**src/rtl/spi_page_bridge_pkg.sv**
```systemverilog
package spi_page_bridge_pkg;
  localparam int ADDR_BYTES = 4;
  localparam int ADDR_W     = ADDR_BYTES * 8;
  localparam int OFF_W      = 3;
  localparam int BYTE_BITS  = 8;
  localparam logic [OFF_W-1:0] DATA_OFF = 3'd4;

  typedef enum logic [1:0] {
    PG_NONE    = 2'd0,
    PG_RELEASE = 2'd1,
    PG_SELECT  = 2'd2
  } page_e;
endpackage

```
**src/rtl/spi_page_bridge_rst.sv**
```systemverilog
module spi_page_bridge_rst #(
  parameter int STAGES = 2
) (
  input  logic clk,
  input  logic rst_n,
  output logic rst_n_sync
);
  logic [STAGES-1:0] sync_q;

  always_ff @(posedge clk or negedge rst_n) begin
    if (!rst_n) sync_q <= '0;
    else        sync_q <= {sync_q[STAGES-2:0], 1'b1};
  end

  assign rst_n_sync = sync_q[STAGES-1];
endmodule

```
**src/rtl/spi_page_bridge_addr.sv**
```systemverilog
module spi_page_bridge_addr
  import spi_page_bridge_pkg::*;
#(
  parameter logic [ADDR_W-1:0] ADDR_INIT = 32'hFFFF_0000
) (
  input  logic              clk,
  input  logic              rst_n,
  input  logic              we,
  input  logic [1:0]        idx,
  input  logic [7:0]        wdata,
  output logic [ADDR_W-1:0] addr
);
  for (genvar b = 0; b < ADDR_BYTES; b++) begin : g_byte
    logic [7:0] byte_q;
    logic       byte_en;
    assign byte_en = we && (idx == 2'(b));

    always_ff @(posedge clk or negedge rst_n) begin
      if (!rst_n)       byte_q <= ADDR_INIT[b*8 +: 8];
      else if (byte_en) byte_q <= wdata;
    end

    assign addr[b*8 +: 8] = byte_q;
  end
endmodule

```
**src/rtl/spi_page_bridge_shift.sv**
```systemverilog
module spi_page_bridge_shift
  import spi_page_bridge_pkg::*;
#(
  parameter int DIV_HALF = 2
) (
  input  logic                 clk,
  input  logic                 rst_n,
  input  logic                 start,
  input  logic [BYTE_BITS-1:0] tx_byte,
  input  logic                 miso,
  output logic                 busy,
  output logic                 sclk,
  output logic                 mosi,
  output logic                 done,
  output logic [BYTE_BITS-1:0] rx_byte
);
  localparam int CW = (DIV_HALF > 1) ? $clog2(DIV_HALF) : 1;
  localparam int BW = $clog2(BYTE_BITS);
  localparam logic [CW-1:0] CNT_LAST = CW'(DIV_HALF - 1);
  localparam logic [BW-1:0] BIT_LAST = BW'(BYTE_BITS - 1);

  logic                 busy_q, busy_d;
  logic                 sclk_q, sclk_d;
  logic [CW-1:0]        cnt_q, cnt_d;
  logic [BW-1:0]        bit_q, bit_d;
  logic [BYTE_BITS-1:0] sh_q, sh_d;
  logic [BYTE_BITS-1:0] rx_q, rx_d;
  logic                 tick;

  assign tick = (cnt_q == CNT_LAST);

  always_comb begin
    busy_d = busy_q;
    sclk_d = sclk_q;
    cnt_d  = cnt_q;
    bit_d  = bit_q;
    sh_d   = sh_q;
    rx_d   = rx_q;
    done   = 1'b0;
    if (!busy_q) begin
      if (start) begin
        busy_d = 1'b1;
        sclk_d = 1'b0;
        cnt_d  = '0;
        bit_d  = '0;
        sh_d   = tx_byte;
      end
    end else if (tick) begin
      cnt_d = '0;
      if (!sclk_q) begin
        sclk_d = 1'b1;
        rx_d   = {rx_q[BYTE_BITS-2:0], miso};
      end else begin
        sclk_d = 1'b0;
        if (bit_q == BIT_LAST) begin
          busy_d = 1'b0;
          done   = 1'b1;
        end else begin
          bit_d = bit_q + 1'b1;
          sh_d  = {sh_q[BYTE_BITS-2:0], 1'b0};
        end
      end
    end else begin
      cnt_d = cnt_q + 1'b1;
    end
  end

  always_ff @(posedge clk or negedge rst_n) begin
    if (!rst_n) begin
      busy_q <= 1'b0;
      sclk_q <= 1'b0;
      cnt_q  <= '0;
      bit_q  <= '0;
      sh_q   <= '0;
      rx_q   <= '0;
    end else begin
      busy_q <= busy_d;
      sclk_q <= sclk_d;
      cnt_q  <= cnt_d;
      bit_q  <= bit_d;
      sh_q   <= sh_d;
      rx_q   <= rx_d;
    end
  end

  assign busy    = busy_q;
  assign sclk    = sclk_q;
  assign mosi    = sh_q[BYTE_BITS-1];
  assign rx_byte = rx_q;
endmodule

```
**src/rtl/spi_page_bridge.sv**
```systemverilog
module spi_page_bridge
  import spi_page_bridge_pkg::*;
#(
  parameter int                DIV_HALF  = 2,
  parameter logic [ADDR_W-9:0] REL_PAGE  = 24'hFFFFFE,
  parameter logic [ADDR_W-9:0] SEL_PAGE  = 24'hFFFFFD,
  parameter logic [ADDR_W-1:0] ADDR_INIT = 32'hFFFF_0000
) (
  input  logic             clk,
  input  logic             rst_n,
  input  logic [OFF_W-1:0] acc_off,
  input  logic             acc_wr,
  input  logic             acc_rd,
  input  logic [7:0]       acc_wdata,
  output logic [7:0]       acc_rdata,
  output logic             acc_rvalid,
  output logic             acc_busy,
  output logic             spi_cs_n,
  output logic             spi_sclk,
  output logic             spi_mosi,
  input  logic             spi_miso
);
  localparam logic [7:0] IDLE_BYTE = 8'hFF;

  logic              rst_n_i;
  logic [ADDR_W-1:0] addr_w;
  logic              addr_we;
  logic              sh_start, sh_busy, sh_done;
  logic [7:0]        sh_tx, sh_rx;
  logic              accept, is_wr, is_rd;
  page_e             page;

  logic       cs_q, cs_d;
  logic       rv_q, rv_d;
  logic [7:0] rdata_q, rdata_d;
  logic       pend_q, pend_d;

  spi_page_bridge_rst #(.STAGES(2)) u_rst (
    .clk        (clk),
    .rst_n      (rst_n),
    .rst_n_sync (rst_n_i)
  );

  spi_page_bridge_addr #(.ADDR_INIT(ADDR_INIT)) u_addr (
    .clk   (clk),
    .rst_n (rst_n_i),
    .we    (addr_we),
    .idx   (acc_off[1:0]),
    .wdata (acc_wdata),
    .addr  (addr_w)
  );

  spi_page_bridge_shift #(.DIV_HALF(DIV_HALF)) u_shift (
    .clk     (clk),
    .rst_n   (rst_n_i),
    .start   (sh_start),
    .tx_byte (sh_tx),
    .miso    (spi_miso),
    .busy    (sh_busy),
    .sclk    (spi_sclk),
    .mosi    (spi_mosi),
    .done    (sh_done),
    .rx_byte (sh_rx)
  );

  assign accept = (acc_wr || acc_rd) && !sh_busy;
  assign is_wr  = acc_wr;
  assign is_rd  = acc_rd && !acc_wr;

  always_comb begin
    if (addr_w[ADDR_W-1:8] == REL_PAGE)      page = PG_RELEASE;
    else if (addr_w[ADDR_W-1:8] == SEL_PAGE) page = PG_SELECT;
    else                                     page = PG_NONE;
  end

  always_comb begin
    cs_d     = cs_q;
    rv_d     = 1'b0;
    rdata_d  = rdata_q;
    pend_d   = pend_q;
    addr_we  = 1'b0;
    sh_start = 1'b0;
    sh_tx    = IDLE_BYTE;
    if (sh_done && pend_q) begin
      rv_d    = 1'b1;
      rdata_d = sh_rx;
      pend_d  = 1'b0;
    end
    if (accept) begin
      if (acc_off < DATA_OFF) begin
        if (is_wr) begin
          addr_we = 1'b1;
        end else begin
          rv_d    = 1'b1;
          rdata_d = addr_w[acc_off[1:0]*8 +: 8];
        end
      end else if (acc_off == DATA_OFF) begin
        case (page)
          PG_RELEASE: begin
            cs_d = 1'b1;
            if (is_rd) begin
              rv_d    = 1'b1;
              rdata_d = IDLE_BYTE;
            end
          end
          PG_SELECT: begin
            cs_d     = 1'b0;
            sh_start = 1'b1;
            sh_tx    = is_wr ? acc_wdata : IDLE_BYTE;
            pend_d   = is_rd;
          end
          default: begin
            if (is_rd) begin
              rv_d    = 1'b1;
              rdata_d = IDLE_BYTE;
            end
          end
        endcase
      end else if (is_rd) begin
        rv_d    = 1'b1;
        rdata_d = IDLE_BYTE;
      end
    end
  end

  always_ff @(posedge clk or negedge rst_n_i) begin
    if (!rst_n_i) begin
      cs_q    <= 1'b1;
      rv_q    <= 1'b0;
      rdata_q <= '0;
      pend_q  <= 1'b0;
    end else begin
      cs_q    <= cs_d;
      rv_q    <= rv_d;
      rdata_q <= rdata_d;
      pend_q  <= pend_d;
    end
  end

  assign acc_rdata  = rdata_q;
  assign acc_rvalid = rv_q;
  assign acc_busy   = sh_busy;
  assign spi_cs_n   = cs_q;
endmodule

```
**config.mk**
```make
export PLATFORM = sky130hd
export DESIGN_NAME = spi_page_bridge
export DESIGN_NICKNAME = d
export VERILOG_FILES = /design/src/rtl/spi_page_bridge_pkg.sv /design/src/rtl/spi_page_bridge_rst.sv /design/src/rtl/spi_page_bridge_addr.sv /design/src/rtl/spi_page_bridge_shift.sv /design/src/rtl/spi_page_bridge.sv
export SDC_FILE = /design/constraint.sdc
export NUM_CORES = 1
export LEC_CHECK = 0
export ABC_AREA = 0
export BUFFER_PORTS_ARGS = -buffer_cell sky130_fd_sc_hd__buf_2
export CORE_MARGIN = 2
export CORE_UTILIZATION = 53
export CTS_CLUSTER_SIZE = 10
export DETAILED_ROUTE_END_ITERATION = 16
export HOLD_SLACK_MARGIN = 0.06
export PLACE_DENSITY = 0.84
export SLEW_MARGIN = 10
export SYNTH_ARGS = -nofsm -noshare
export SYNTH_HDL_FRONTEND = slang
export SYNTH_SLANG_ARGS = --single-unit
export TNS_END_PERCENT = 10
```
**constraint.sdc**
```tcl
create_clock -name clk -period 1.8 [get_ports clk]
set_input_delay 0.27 -clock clk [delete_from_list [all_inputs] [get_ports clk]]
set_output_delay 0.27 -clock clk [all_outputs]
set_load 0.05 [all_outputs]
```
Word level (Yosys, flattened, before mapping)
Index checks and enable logic that the tools add are counted.
{ "totals": {"mem_bits_rw": 0, "latchBits": 0, "output_inout_bits": 13, "rom_bits": 0, "mem_count": 0, "wordCells": 109, "register_bits": 67, "input_bits": 16} }
{ "op_classes": {"n_mux": 59, "n_eq_ne": 12, "n_mul": 0, "reduce_logical": 17, "add_sub_neg": 2, "div": 0, "order_cmp": 1, "shift": 1, "bitwise": 2} }
{ "op_table": {"columns": ["op", "n"], "rows": [
  ["$mux 8", 17],
  ["$eq 24x24->1 const B", 2],
  ["$mux 1", 34],
  ["$shiftx 32x6->8", 1],
  ["$mux 3", 5],
  ["$reduce_and 4->1", 2],
  ["$logic_and 1x1->1", 7],
  ["$eq 2x2->1 const B", 3],
  ["$eq 3x3->1 const B", 2],
  ["$ne 2x2->1 const B", 3],
  ["$eq 2x1->1 const B", 2],
  ["$mux 2", 2],
  ["$reduce_bool 2->1", 2],
  ["$add 3x1->3 const B", 1],
  ["$lt 3x3->1 const B", 1],
  ["$reduce_and 3->1", 1],
  ["$logic_not 1->1", 2],
  ["$logic_not 2->1", 1],
  ["$not 1->1", 2],
  ["$pmux 1 s2", 1],
  ["$reduce_and 2->1", 1],
  ["$add 1x1->1 const B", 1],
  ["$logic_or 1x1->1", 1]
]} }

Longest topological paths before layout
Gate-level depths: netlist (run 1).
{ "depth": {"depth_word": 12, "ltp_mapped": 6, "ltp_nobuf": 5} }

Hierarchy
A second synthesis (run 1) with hierarchy kept.
{ "unflattened": {"hier_cells": 233, "area_unflattened_um2": 3251.9} }
{ "by_module_without_submodules": {"columns": ["mod", "cells_per_inst", "instances", "area_each_um2", "seq_area_each_um2"], "rows": [
  ["spi_page_bridge_addr", 68, 1, 1232.4, 820.8],
  ["spi_page_bridge_shift", 70, 1, 1016.0, 550.5],
  ["spi_page_bridge", 92, 1, 949.7, 276.5],
  ["spi_page_bridge_rst", 3, 1, 53.8, 50.0]
]} }

Worst setup path before layout (run 1)
Ideal clock, no wire load.
{ "synth_timing": {"kind": "register to register", "startpoint": "register u_shift.busy_q (netlist: u_shift.busy)", "endpoint": "register u_shift.bit_q[0]", "slack_ns": -0.186, "stages_incl_launch_ff": 6, "period_less_slack_ns": 1.986, "required_ns": 1.675, "path_buffers": 1, "setup_time_ns": 0.125, "arrival_time_ns": 1.862, "path_cell_list": "dfrtp_1 > clkbuf_1 > and3_1 > nor2b_1 > nor2_4 > mux2_2"} }
{ "synth_between": {"elab_chain_len": 5, "elab_cells_between_ends": 9, "classes_between": "eq/ne (3); mux (2); reduce/logical (4)"} }
{ "synth_rtl": {"columns": ["item", "line_no", "source"], "rows": [
  ["from (decl)", "spi_page_bridge_shift.sv:22", "logic busy_q, busy_d;"],
  ["from (signal assigned)", "spi_page_bridge_shift.sv:77", "busy_q <= busy_d;"],
  ["$logic_not 1->1", null, null],
  ["$logic_and 1x1->1", "spi_page_bridge.sv:66", "assign accept = (acc_wr || acc_rd) && !sh_busy;"],
  ["$mux 1", "spi_page_bridge.sv:89", "if (accept) begin"],
  ["$reduce_bool 2->1 (no line)", null, null],
  ["$reduce_and 4->1 (no line)", null, null],
  ["to (signal assigned)", "spi_page_bridge_shift.sv:80", "bit_q <= bit_d;"],
  ["to (decl)", "spi_page_bridge_shift.sv:25", "logic [BW-1:0] bit_q, bit_d;"]
]} }
Several ways; a longest one is shown, not always the timed one.
A chain may end at the register's enable or synchronous reset.

Worst setup path in the final report (run 1)
{ "layout_timing": {"startpoint": "register u_addr.g_byte[3].byte_q[0]", "endpoint": "register cs_q (netlist: spi_cs_n)"} }
{ "layout_between": {"elab_chain_len": 6, "elab_cells_between_ends": 9, "classes_between": "eq/ne (4); mux (3); reduce/logical (2)"} }
{ "layout_rtl": {"columns": ["item", "line_no", "source"], "rows": [
  ["from (decl)", "spi_page_bridge_addr.sv:14", "logic [7:0] byte_q;"],
  ["from (signal assigned)", "spi_page_bridge_addr.sv:19", "if (!rst_n) byte_q <= ADDR_INIT[b*8 +: 8];"],
  ["from (signal assigned)", "spi_page_bridge_addr.sv:20", "else if (byte_en) byte_q <= wdata;"],
  ["$eq 24x24->1", "spi_page_bridge.sv:72", "else if (addr_w[ADDR_W-1:8] == SEL_PAGE) page = PG_SELECT;"],
  ["$mux 2", "spi_page_bridge.sv:72", null],
  ["$mux 2 (*)", "spi_page_bridge.sv:71", "if (addr_w[ADDR_W-1:8] == REL_PAGE) page = PG_RELEASE;"],
  ["$eq 2x2->1 or $eq 2x1->1 (tied branches)", "spi_page_bridge.sv:98", "case (page)"],
  ["$reduce_bool 2->1 (no line)", null, null],
  ["$reduce_and 4->1 (no line)", null, null],
  ["to (signal assigned)", "spi_page_bridge.sv:133", "cs_q <= cs_d;"],
  ["to (decl)", "spi_page_bridge.sv:33", "logic cs_q, cs_d;"]
]} }
Every way passes the cells marked *; elsewhere a longest branch is shown, timed or not.

==> summary by stage, run 1 <==
Outcome
The flow ran to the end, but the final reports show violations. The checks that failed: setup timing.

GRT
The number of global-route vias before repair is 2392. Global routing used 24.3% of the available tracks. The first global-routing pass estimated 11500 um of wire.

Entering global routing, the biggest net connects 60 pins. The overflow left after global routing is 0. The initial antenna violation count is 0.

Route
After detailed routing, the average wire length per cell comes to 18.0 um. In this run the remaining antenna-violating nets after routing total 0. The DRC violation count after routing is 0. The post-detailed-routing wire length is 6960 um. The routed layout has 2311 vias. The per-cell via count in the routed design is 5.99. For this run, the detailed router's first-pass iteration total came to 4.

The detailed router finished its first iteration with 113 violations.

Clocking
The clock passes through at most 2 buffers. The root buffer cell is sky130_fd_sc_hd__clkbuf_8. The number of CTS-inserted buffers is 9. The clock latency on the worst-skew pair is 350 ps. TritonCTS built the clock tree. Clock-pin slew was measured on the worst setup and hold paths at 70 ps.

CTS built an H-tree with a depth of 3. The clock drives 67 sinks.

Floorplanning
The overall die area is 6490 um^2. The die width is 80.6 um. Pin placement for this block handled 29 I/O pins. The floorplan step defined a core boundary enclosing 5570 um^2. The row count is 27. The die height is 80.6 um.

For this configuration, the core starts out at a cell density of 55.8%.

Timing
The final hold violation count is 0. Setup slack on the critical path of the routed design comes to -112 ps. The routed design could run at a clock period as short as 1910 ps. Setup repair after global routing could not meet its margin everywhere.

The final count of pins violating max slew is 0. Setup violations remaining at the end of the flow were counted as 17. The maximum clock rate is 0.523 GHz. Clock skew on the completed layout was measured at 8.63 ps. After layout, the worst path uses 106% of the clock period.

Logic synthesis
A synthesized cell averages 12.4 um^2. For this run, the number of Yosys warnings is 0. The net count after synthesis is 269. The register area share after synthesis is 54.6%. The mapped netlist covers 3110 um^2. The cell count after synthesis came out at 251. After synthesis the netlist holds a flip-flop and latch count of 67. The count of distinct cell types in the synthesized netlist is 39.

Setup path
The critical path is of the register to register type. STA classifies the critical path endpoint as a register. The critical path required time is 2060 ps. The data arrival time of the critical path is 2170 ps. The launching element type of the critical path is a register. The highest net fanout along the worst path is 3.

Finish
From synthesis to final layout, the design area changed by 20.9%. The net count of the finished layout is 327. The fraction of layout instances using a drive strength above 1 is 46.2%. The repair_antennas step left the layout with diodes totalling 0.

Fill cells in the final layout number 426. The share of the core filled with cells is 67.5%.

Pwr
For this design the static power due to leakage is 0.00175 uW. The peak supply drop is 0.689 mV. Dividing total power by cell area gives a power density of 993 nW/um^2.

Place
The final HPWL from detailed placement is 4890 um. The quantity of I/O buffers inserted on ports is 28. The routability congestion estimate is 0.891.

OpenSTA, run right after detailed placement, puts the worst setup slack at -249 ps.

Job
Across the run, the number of max-cap violations was 0.

Hold path
The worst min-delay path category is register to asynchronous set/reset pin.
==> worst paths after layout <==
kind                       slack (ps)                  startpoint                          to  cells after the start
max                              -110  u_addr.g_byte[3].byte_q[0]                    spi_cs_n                      4
min                               100             u_rst.sync_q[1]  u_addr.g_byte[0].byte_q[2]                      0
max reg2reg                      -110  u_addr.g_byte[3].byte_q[0]                    spi_cs_n                      4
min reg2reg                       100             u_rst.sync_q[1]  u_addr.g_byte[0].byte_q[2]                      0
max in group asynchronous        1100             u_rst.sync_q[1]                    spi_cs_n                      1
min in group clk                  160                    spi_miso          u_shift.rx_byte[0]                      2
==> flip-flops by register name, summed over array words and instances, names as in the netlist <==
| name | count |
|---|---|
| u_shift.busy | 1 |
| u_shift.cnt_q | 1 |
| spi_cs_n | 1 |
| pend_q | 1 |
| u_addr.g_byte.byte_q | 32 |
| u_shift.sclk | 1 |
| u_shift.bit_q | 3 |
| acc_rvalid | 1 |
| u_shift.sh_q | 8 |
| u_shift.rx_byte | 8 |
| u_rst.sync_q | 2 |
| acc_rdata | 8 |
==> power by group <==
part | internal (uW) | switching [uW]
combinational | 364 | 377
sequential | 1760 | 153
clock | 493 | 588
total | 2610 | 1120
==> through the flow <==
step | setup TNS (ps) | instances | total power, uW | instance area (um^2) | hold slack, ps
after floorplan | -1480 | 251 | 2340 | 3110 | -25.6
after global placement | -1110 | 366 | 2590 | 3520 | 55.7
after detailed placement | -2700 | 366 | 2630 | 3520 | 60.5
after CTS | -1430 | 386 | 3740 | 3740 | 110
after global routing | -3090 | 386 | 3910 | 3760 | 119
final | -907 | 386 | 3730 | 3760 | 101
==> critical path, stage by stage (launching register included) <==
cell and delay, ps:
sky130_fd_sc_hd__dfstp_2 550, sky130_fd_sc_hd__nand4_1 90, sky130_fd_sc_hd__or4_1 510, sky130_fd_sc_hd__or4_4 450, sky130_fd_sc_hd__o311ai_2 220
==> per-layer routing <==
metal  wire [um]  share of wire, %  GRT usage [%]
met3         381               5.5           7.87
met1        2920                42           29.1
met2        3340                48           39.2
met4         318               4.6           12.7
met5           0                 0              0
==> final cells by class <==
type                            count  area (um^2)  area share (%)
Clock buffer                        9          124            3.29
Clock inverter                      7         45.0            1.20
Inverter                           11         41.3            1.10
Multi-Input combinational cell    165         1360            36.2
Sequential cell                    67         1700            45.2
Tap cell                           72         90.1            2.40
Timing Repair Buffer               55          398            10.6
==> repair_timing <==
item,CTS,global route
setup buffers,3,0
hold buffers,1,0
endpoints found under the setup margin,25,25
endpoints found under the hold margin,2,0
resized for setup,6,5
pin swaps,5,1
==> synthesized netlist by cell type, drive strengths merged <==
library cell	n	area, um^2
clkbuf	5	18.8
o311ai	1	16.3
o21ba	1	10.0
a32oi	1	8.76
o22ai	7	43.8
xnor2	1	8.76
or4	2	18.8
conb	1	3.75
inv	11	41.3
and4	1	8.76
a21oi	1	5.00
nand4	10	62.6
mux2i	9	90.1
or3	2	12.5
nor2b	2	12.5
ha	2	25.0
a21o	1	7.51
or2	2	12.5
nor2	17	76.3
o21ai	7	35.0
nor4	1	12.5
a22o	2	17.5
nand3	4	20.0
a31oi	8	50.1
mux4	8	191
nand2b	3	18.8
dfrtp	50	1250
buf	3	13.8
mux2	38	428
nand4b	2	17.5
and3	3	18.8
dfstp	17	447
nand2	28	105
==> logic make-up after synthesis <==
family	after synthesis	share of synthesized area (%)
compound gates	29	6.24
xor+xnor	1	0.282
fa+ha+maj	2	0.805
buf+inv	19	2.37
flops	67	54.6
mux	55	22.8
other cells	1	0.121
simple gates	77	12.8
==> cell usage in the layout (no fill, tap or decap), types with 9 or more instances in the layout <==
cell type / Yosys / routed
sky130_fd_sc_hd__nand2_1: 28 / 28
sky130_fd_sc_hd__inv_1: 11 / 11
sky130_fd_sc_hd__mux2_2: 38 / 38
sky130_fd_sc_hd__buf_4: 0 / 19
sky130_fd_sc_hd__clkbuf_8: 0 / 9
sky130_fd_sc_hd__buf_2: 2 / 28
sky130_fd_sc_hd__nor2_1: 14 / 13
sky130_fd_sc_hd__mux2i_1: 9 / 9
sky130_fd_sc_hd__nand4_1: 10 / 10
sky130_fd_sc_hd__dfrtp_1: 50 / 48
sky130_fd_sc_hd__dfstp_2: 17 / 17
No activity file was read; power rests on OpenSTA's default activity.
==> inputs of run 2 (changes only) <==
- CORE_UTILIZATION: 53 -> 42
- PLACE_DENSITY: 0.84 -> 0.71
- SYNTH_HIERARCHICAL: unset -> 1
==> summary by stage, run 2 <==
Route
The wire length per cell is 16.2 um. The number of antenna-violating nets in the routed design is 0. For this block, the via count after detailed routing is 2083.

The first TritonRoute pass finished after 4 iterations. The number of DRC markers in iteration 0 is 72. Using the TritonRoute via totals, the vias-per-cell ratio works out to 5.13. Summed over all layers, the routed wires come to 6580 um. For this run, design rule violations remaining after detail routing come to 0.

Setup path
The worst register-to-register path has a setup slack of -390 ps. In this run the worst setup path begins at u_addr/g_byte[2].byte_q[2]. The highest net fanout along the worst path is 8.

The cell count of the worst reg-to-reg path is 6. The launching element type of the critical path is a register. STA classifies the critical path endpoint as a register. The start of the worst register-to-register path is u_addr/g_byte[2].byte_q[2]. The end of the worst register-to-register path is u_shift/sh_q[2]. The most critical setup path has its endpoint at u_shift/sh_q[2]. The critical path required time is 2030 ps. The worst setup path is of the register to register kind.

For the worst setup path, the data arrival time is 2420 ps.

Timing
The final clock period utilization by the worst path is 122%. The final count of pins violating max slew was 0. Once routing completed, OpenROAD measured the worst setup slack at -388 ps. The tightest hold margin is 176 ps. Setup repair after global routing could not meet its margin everywhere.

The final hold violation count came to 0. After layout, the minimum clock period comes to 2190 ps. For the final database, setup skew stands at 12.5 ps. Timing would allow up to 0.457 GHz. The final setup violation count is 13.

Floorplanning
The number of ports placed on the die boundary is 29. The floorplan has 32 rows. The die is 92.0 um wide.

The die is 92.0 um tall. The standard cell core area is 7610 um^2. The overall die area is 8460 um^2. The initial standard-cell utilization of the core is 42.7%.

Logic synthesis
After synthesis, the netlist uses 44 different library cells. The Yosys step of the flow raised 6 warnings. After synthesis, the largest area contributor takes up 38.5% of total cell area. In this run the mean area of a mapped cell was 14.0 um^2. Among all flip-flop cells after synthesis, the most frequent one is sky130_fd_sc_hd__dfrtp_1.

For this run, the register share of the synthesized area comes to 52.2%. The cell area after technology mapping is 3250 um^2. In the synthesized netlist the async set-or-reset flop fraction comes to 100%. The number of register bits inferred by synthesis is 67. By area the synthesized netlist is led by sky130_fd_sc_hd__dfrtp_1, sky130_fd_sc_hd__mux2_2, sky130_fd_sc_hd__dfstp_2.

The net count after synthesis is 251. The synthesized design contains 0 enable-type register cells. Counting every instance in the synthesized netlist gives 233. The most common cell in the synthesized netlist is sky130_fd_sc_hd__dfrtp_1. Sorting the synthesized cells by how often they occur yields sky130_fd_sc_hd__dfrtp_1, sky130_fd_sc_hd__mux2_2, sky130_fd_sc_hd__nand2_1.

Summed over all instances, the cell type with the most area after synthesis is sky130_fd_sc_hd__dfrtp_1.

Clocking
The number of levels the H-tree was split into is 3. The number of CTS-inserted buffers is 9. The root buffer cell is sky130_fd_sc_hd__clkbuf_8. The number of sinks driven by the clock tree is 67. No sink is reached through more buffers than the 2 on the longest clock path.

Clock latency on the worst-skew pair, taken at its later pin, is 350 ps. TritonCTS built the clock tree. The CTS clock-pin slew for the worst setup and hold paths is 70 ps.

Place
The routability congestion estimate is 0.765. The final HPWL from detailed placement is 4680 um. During placement, the flow inserted port buffers numbering 28. The number of instances in the placed design is 388.

Finish
In the final layout, the share of cells above drive strength 1 is 54.9%. The register with the most flip-flops in the layout has 32 of them. Leaving out fill and tap cells, the most frequent cells in the layout are sky130_fd_sc_hd__dfrtp_1, sky130_fd_sc_hd__mux2_2, sky130_fd_sc_hd__buf_4. Relative to the synthesized area, the layout overhead comes to 23.2%. The finished layout holds 406 standard cells, fillers aside. Counting flops per register, the top entry is u_addr/g_byte.byte_q. The number of antenna diodes in the final layout is 0. In the final design database the tool counted 317 nets.

Job
Max-cap violations in this run came to 0.

GRT
The number of global-route vias before repair is 2204. The global-route wire length before repair is 11200 um. The total overflow left after global routing is 0. Entering global routing, the biggest net connects 66 pins. In the global route stage, overall resource usage came out at 17.4%.

The initial antenna violation count is 0.

Pwr
The static leakage is 0.00183 uW. The sum of internal, switching and leakage power is 3930 uW. The power density relative to cell area is 981 nW/um^2. Across the VDD grid, the largest voltage drop is 0.750 mV.

Hold path
The min-delay analysis places its worst path in the category input pin to register.

Outcome
The checks that failed: setup timing. The run finished, with violations left.
[run 2: cell count changes after synthesis, sizes merged, moves of 6 or more]
cell | previous run | this run
inv | 11 | 5
mux2 | 38 | 55
mux2i | 9 | 3
nand2 | 28 | 22
nor2 | 17 | 11
o21ai | 7 | 1
o22ai | 7 | 1
or2 | 2 | 9
[run 2: repair_timing]
item                       in CTS  in global routing
hold buffers                    1                  0
setup endpoints to repair      13                 55
buffers inserted                0                  1
hold endpoints to repair        2                  0
gates resized for setup         1                  6
pin swaps                       3                  0
[run 2: layout make-up]
| class | instances | area (um^2) |
|---|---|---|
| fill | 658 | 3600 |
| sequential | 67 | 1700 |
| multi-input combinational | 154 | 1520 |
| timing repair buffer | 62 | 427 |
| clock buffer | 13 | 170 |
| tap | 102 | 128 |
| clock inverter | 3 | 45.0 |
| inverter | 5 | 18.8 |
[run 2: through the flow]
step	setup TNS (ps)	instance area, um^2	setup WS (ps)	util [%]
after floorplan	-3260	3270	-250	-
after global placement	-3270	3740	-341	49.1
after detailed placement	-3790	3740	-394	49.1
after CTS	-3820	3970	-408	52.2
after global routing	-5030	4010	-490	52.7
final	-3470	4010	-388	52.7
[run 2: metal layers]
| layer | vias to the layer above | track usage, % | part of all wire, % |
|---|---|---|---|
| li1 | 982 | - | - |
| met1 | 1052 | 23.0 | 47 |
| met2 | 36 | 27.1 | 48 |
| met3 | 13 | 3.94 | 2.9 |
| met4 | 0 | 8.46 | 2.5 |
| met5 | - | 0 | 0 |
[run 2: how the worst min path moves through the flow]
stage	endpoint	start	cells past startpoint	slack (ps)
final	u_shift/rx_byte[0]	spi_miso	2	180
after global routing	u_shift/rx_byte[0]	spi_miso	2	180
after CTS	u_shift/rx_byte[0]	spi_miso	2	160
after detailed placement	u_rst/sync_q[0]	rst_n	1	60
after global placement	u_rst/sync_q[0]	rst_n	1	50
after floorplan	u_rst/sync_q[0]	rst_n	0	-30
[run 2: critical path: stages (launching register included)]
cell,delay (ps)
sky130_fd_sc_hd__dfstp_2,540
sky130_fd_sc_hd__nand4_1,150
sky130_fd_sc_hd__nor4_4,370
sky130_fd_sc_hd__nand4_2,220
sky130_fd_sc_hd__or2_1,270
sky130_fd_sc_hd__mux2_2,260
sky130_fd_sc_hd__mux2_4,270
[run 2: where the power goes]
| group | switching [uW] | leakage [uW] | internal [uW] | total, uW |
|---|---|---|---|---|
| combinational | 356 | 0.000945 | 377 | 733 |
| clock | 564 | 0.000101 | 763 | 1330 |
| sequential | 113 | 0.000780 | 1760 | 1870 |
[run 2: cells by family (layout without fill, tap and decap cells)]
kind of cell | Yosys count | in the layout | synth area share (%)
compound gates | 16 | 16 | 3.39
xor+xnor | 1 | 1 | 0.269
fa+ha+maj | 2 | 2 | 0.769
buf+inv | 12 | 83 | 2.42
flops | 67 | 67 | 52.2
mux | 66 | 66 | 27.2
other cells | 1 | 1 | 0.115
simple gates | 68 | 68 | 13.6
==> inputs of run 3 (changes only) <==
- CTS_CLUSTER_SIZE: 10 -> unset
- PLACE_DENSITY: 0.71 -> unset
==> summary by stage, run 3 (synthesis results as in run 2) <==
Outcome
The flow ran to the end, but the final reports show violations. The checks that failed: setup timing.

Finish
From synthesis to final layout, the design area changed by 22.6%. After filler insertion, the fill cell instance count of the layout stands at 685. More flip-flops sit in one register than any other, and that register is u_addr/g_byte.byte_q.

The register with the most flip-flops in the layout has 32 of them. The fraction of layout instances using a drive strength above 1 is 54.6%. For this run, the post-layout net count is 315. 0 antenna diodes ended up in the layout.

Leaving out fill and tap cells, the most frequent cells in the layout are sky130_fd_sc_hd__dfrtp_1, sky130_fd_sc_hd__mux2_2, sky130_fd_sc_hd__buf_2.

Timing
Setup slack on the critical path of the routed design comes to -378 ps. Setup repair after global routing could not meet its margin everywhere. Counting I/O delays and the setup requirement, the final critical path takes 2180 ps. After layout, the worst path uses 121% of the clock period.

The setup skew after layout is 8.81 ps. On the final layout, the worst hold slack is 166 ps. Derived from the worst setup path, the maximum achievable clock frequency is 0.459 GHz. The final hold violation count came to 0. The final total negative setup slack is -3720 ps. The final count of pins violating max slew is 0.

The final setup violation count is 21.

Floorplanning
The die height is 92.0 um. The row count is 32. The initial utilization of the core area, before any placement, comes to 42.7%. The die is 92.0 um wide.

In this run the count of I/O pins placed on the die edge is 29. The standard cell core area is 7610 um^2. The die covers 8460 um^2.

Setup path
The delay of the slowest cell on the worst path is 560 ps. In this run the worst setup path begins at u_addr/g_byte[2].byte_q[2]. Traced cell by cell, the critical path runs through nand4_1 -> nor4_4 -> nand4_4 -> or2_1 -> mux2_2 -> mux2_4. For the worst setup path, the data arrival time is 2400 ps. STA puts the critical path data required time at 2020 ps. STA classifies the critical path startpoint as a register.

The setup slack on the worst flop-to-flop path is -380 ps. The start of the worst register-to-register path is u_addr/g_byte[2].byte_q[2]. The setup path with the least slack is of type register to register. The endpoint kind of the worst setup timing path is a register. The standard cell with the maximum stage delay on the critical path is sky130_fd_sc_hd__dfstp_2.

In this run the worst path has a maximum fanout of 8.

Route
After detailed routing, the average wire length per cell comes to 16.3 um. The final route contains 2018 vias. The post-detailed-routing wire length is 6570 um. The detailed router finished its first iteration with 94 violations. The detailed-router iteration count before antenna repair is 4.

Once detail routing completed, the nets flagged for antenna violations numbered 0. Dividing the detail-routed via count by the number of cells gives 5.00. For this run, design rule violations remaining after detail routing come to 0.

Clocking
The clock latency on the worst-skew pair is 340 ps. Clock-pin slew was measured on the worst setup and hold paths at 70 ps. For this design, the sink count on the clock tree is 67. No sink is reached through more buffers than the 2 on the longest clock path. The cell sitting at the root of the clock tree is a sky130_fd_sc_hd__clkbuf_8. The post-CTS setup buffer count is 0. TritonCTS built the clock tree. The H-tree generated during clock tree synthesis spans 3 levels.

The number of CTS-inserted buffers is 9.

Place
During placement, the flow inserted port buffers numbering 28. At the end of routability-driven placement, the weighted congestion stood at 0.785. Detailed placement ended at an HPWL of 4660 um.

Pwr
Dividing total power by cell area gives a power density of 953 nW/um^2. The sum of internal, switching and leakage power is 3800 uW. The analysis attributes to cell leakage a power of 0.00183 uW. Across the VDD grid, the largest voltage drop is 0.693 mV.

GRT
After global routing the overflow that remains totals 0. The pin count of the biggest net entering global routing is 66. The number of global-route vias before repair is 2162. The initial antenna violation count came to 0.

The first global-routing pass estimated 11000 um of wire. Global routing consumed, over all layers together, 17.0% of the routing resources.

Job
The count of maximum capacitance violations is 0.

Hold path
The worst min-delay path startpoint is spi_miso. The worst hold path belongs to the class input pin to register.
==> run 3: through the flow <==
stage	std cells	area (um^2)	util (%)	worst slack, ps
2_1_floorplan	233	3270	-	-250
4_1_cts	404	3960	52.1	-428
5_1_grt	404	3990	52.4	-460
6_report	404	3990	52.4	-378
3_3_place_gp	387	3730	49.0	-406
3_5_place_dp	387	3730	49.0	-412
==> run 3: final timing paths <==
path,cells past startpoint,endpoint
worst max-delay path,6,u_shift/sh_q[2]
worst min-delay path,2,u_shift/rx_byte[0]
worst max register to register,6,u_shift/sh_q[2]
worst min register to register,1,u_shift/sh_q[3]
max in group asynchronous,1,u_addr/g_byte[2].byte_q[5]
min in group asynchronous,2,u_rst/sync_q[0]
==> run 3: report_power, final <==
part	total, uW	internal [uW]	switching [uW]
sequential	1870	1760	117
combinational	700	355	345
clock	1220	642	582
==> run 3: critical path: cells and delay by family (launching register included) <==
kind          cells  cell delay, ps
simple gates      4            1000
flops             1             560
mux               2             510
==> run 3: what timing repair did <==
action                                 CTS  global route
pin swaps                                2             5
gates resized for setup                  6             5
hold buffers                             1             0
setup endpoints to repair               37            46
endpoints found under the hold margin    2             0
==> run 3: final cells by class <==
class | count | area [um^2] | area share [%]
timing repair buffer | 60 | 428 | 10.7
multi-input combinational | 154 | 1520 | 38.1
sequential | 67 | 1700 | 42.6
clock inverter | 6 | 65.1 | 1.63
inverter | 5 | 18.8 | 0.471
tap | 102 | 128 | 3.20
clock buffer | 10 | 128 | 3.20
==> run 3: layer usage <==
layer  GRT usage (%)  wire length [um]  vias up
met1            23.3              3200      995
met5               0                 0        -
met3            2.88               151        7
li1                -                 -      988
met4            6.34                65        0
met2            27.3              3160       28
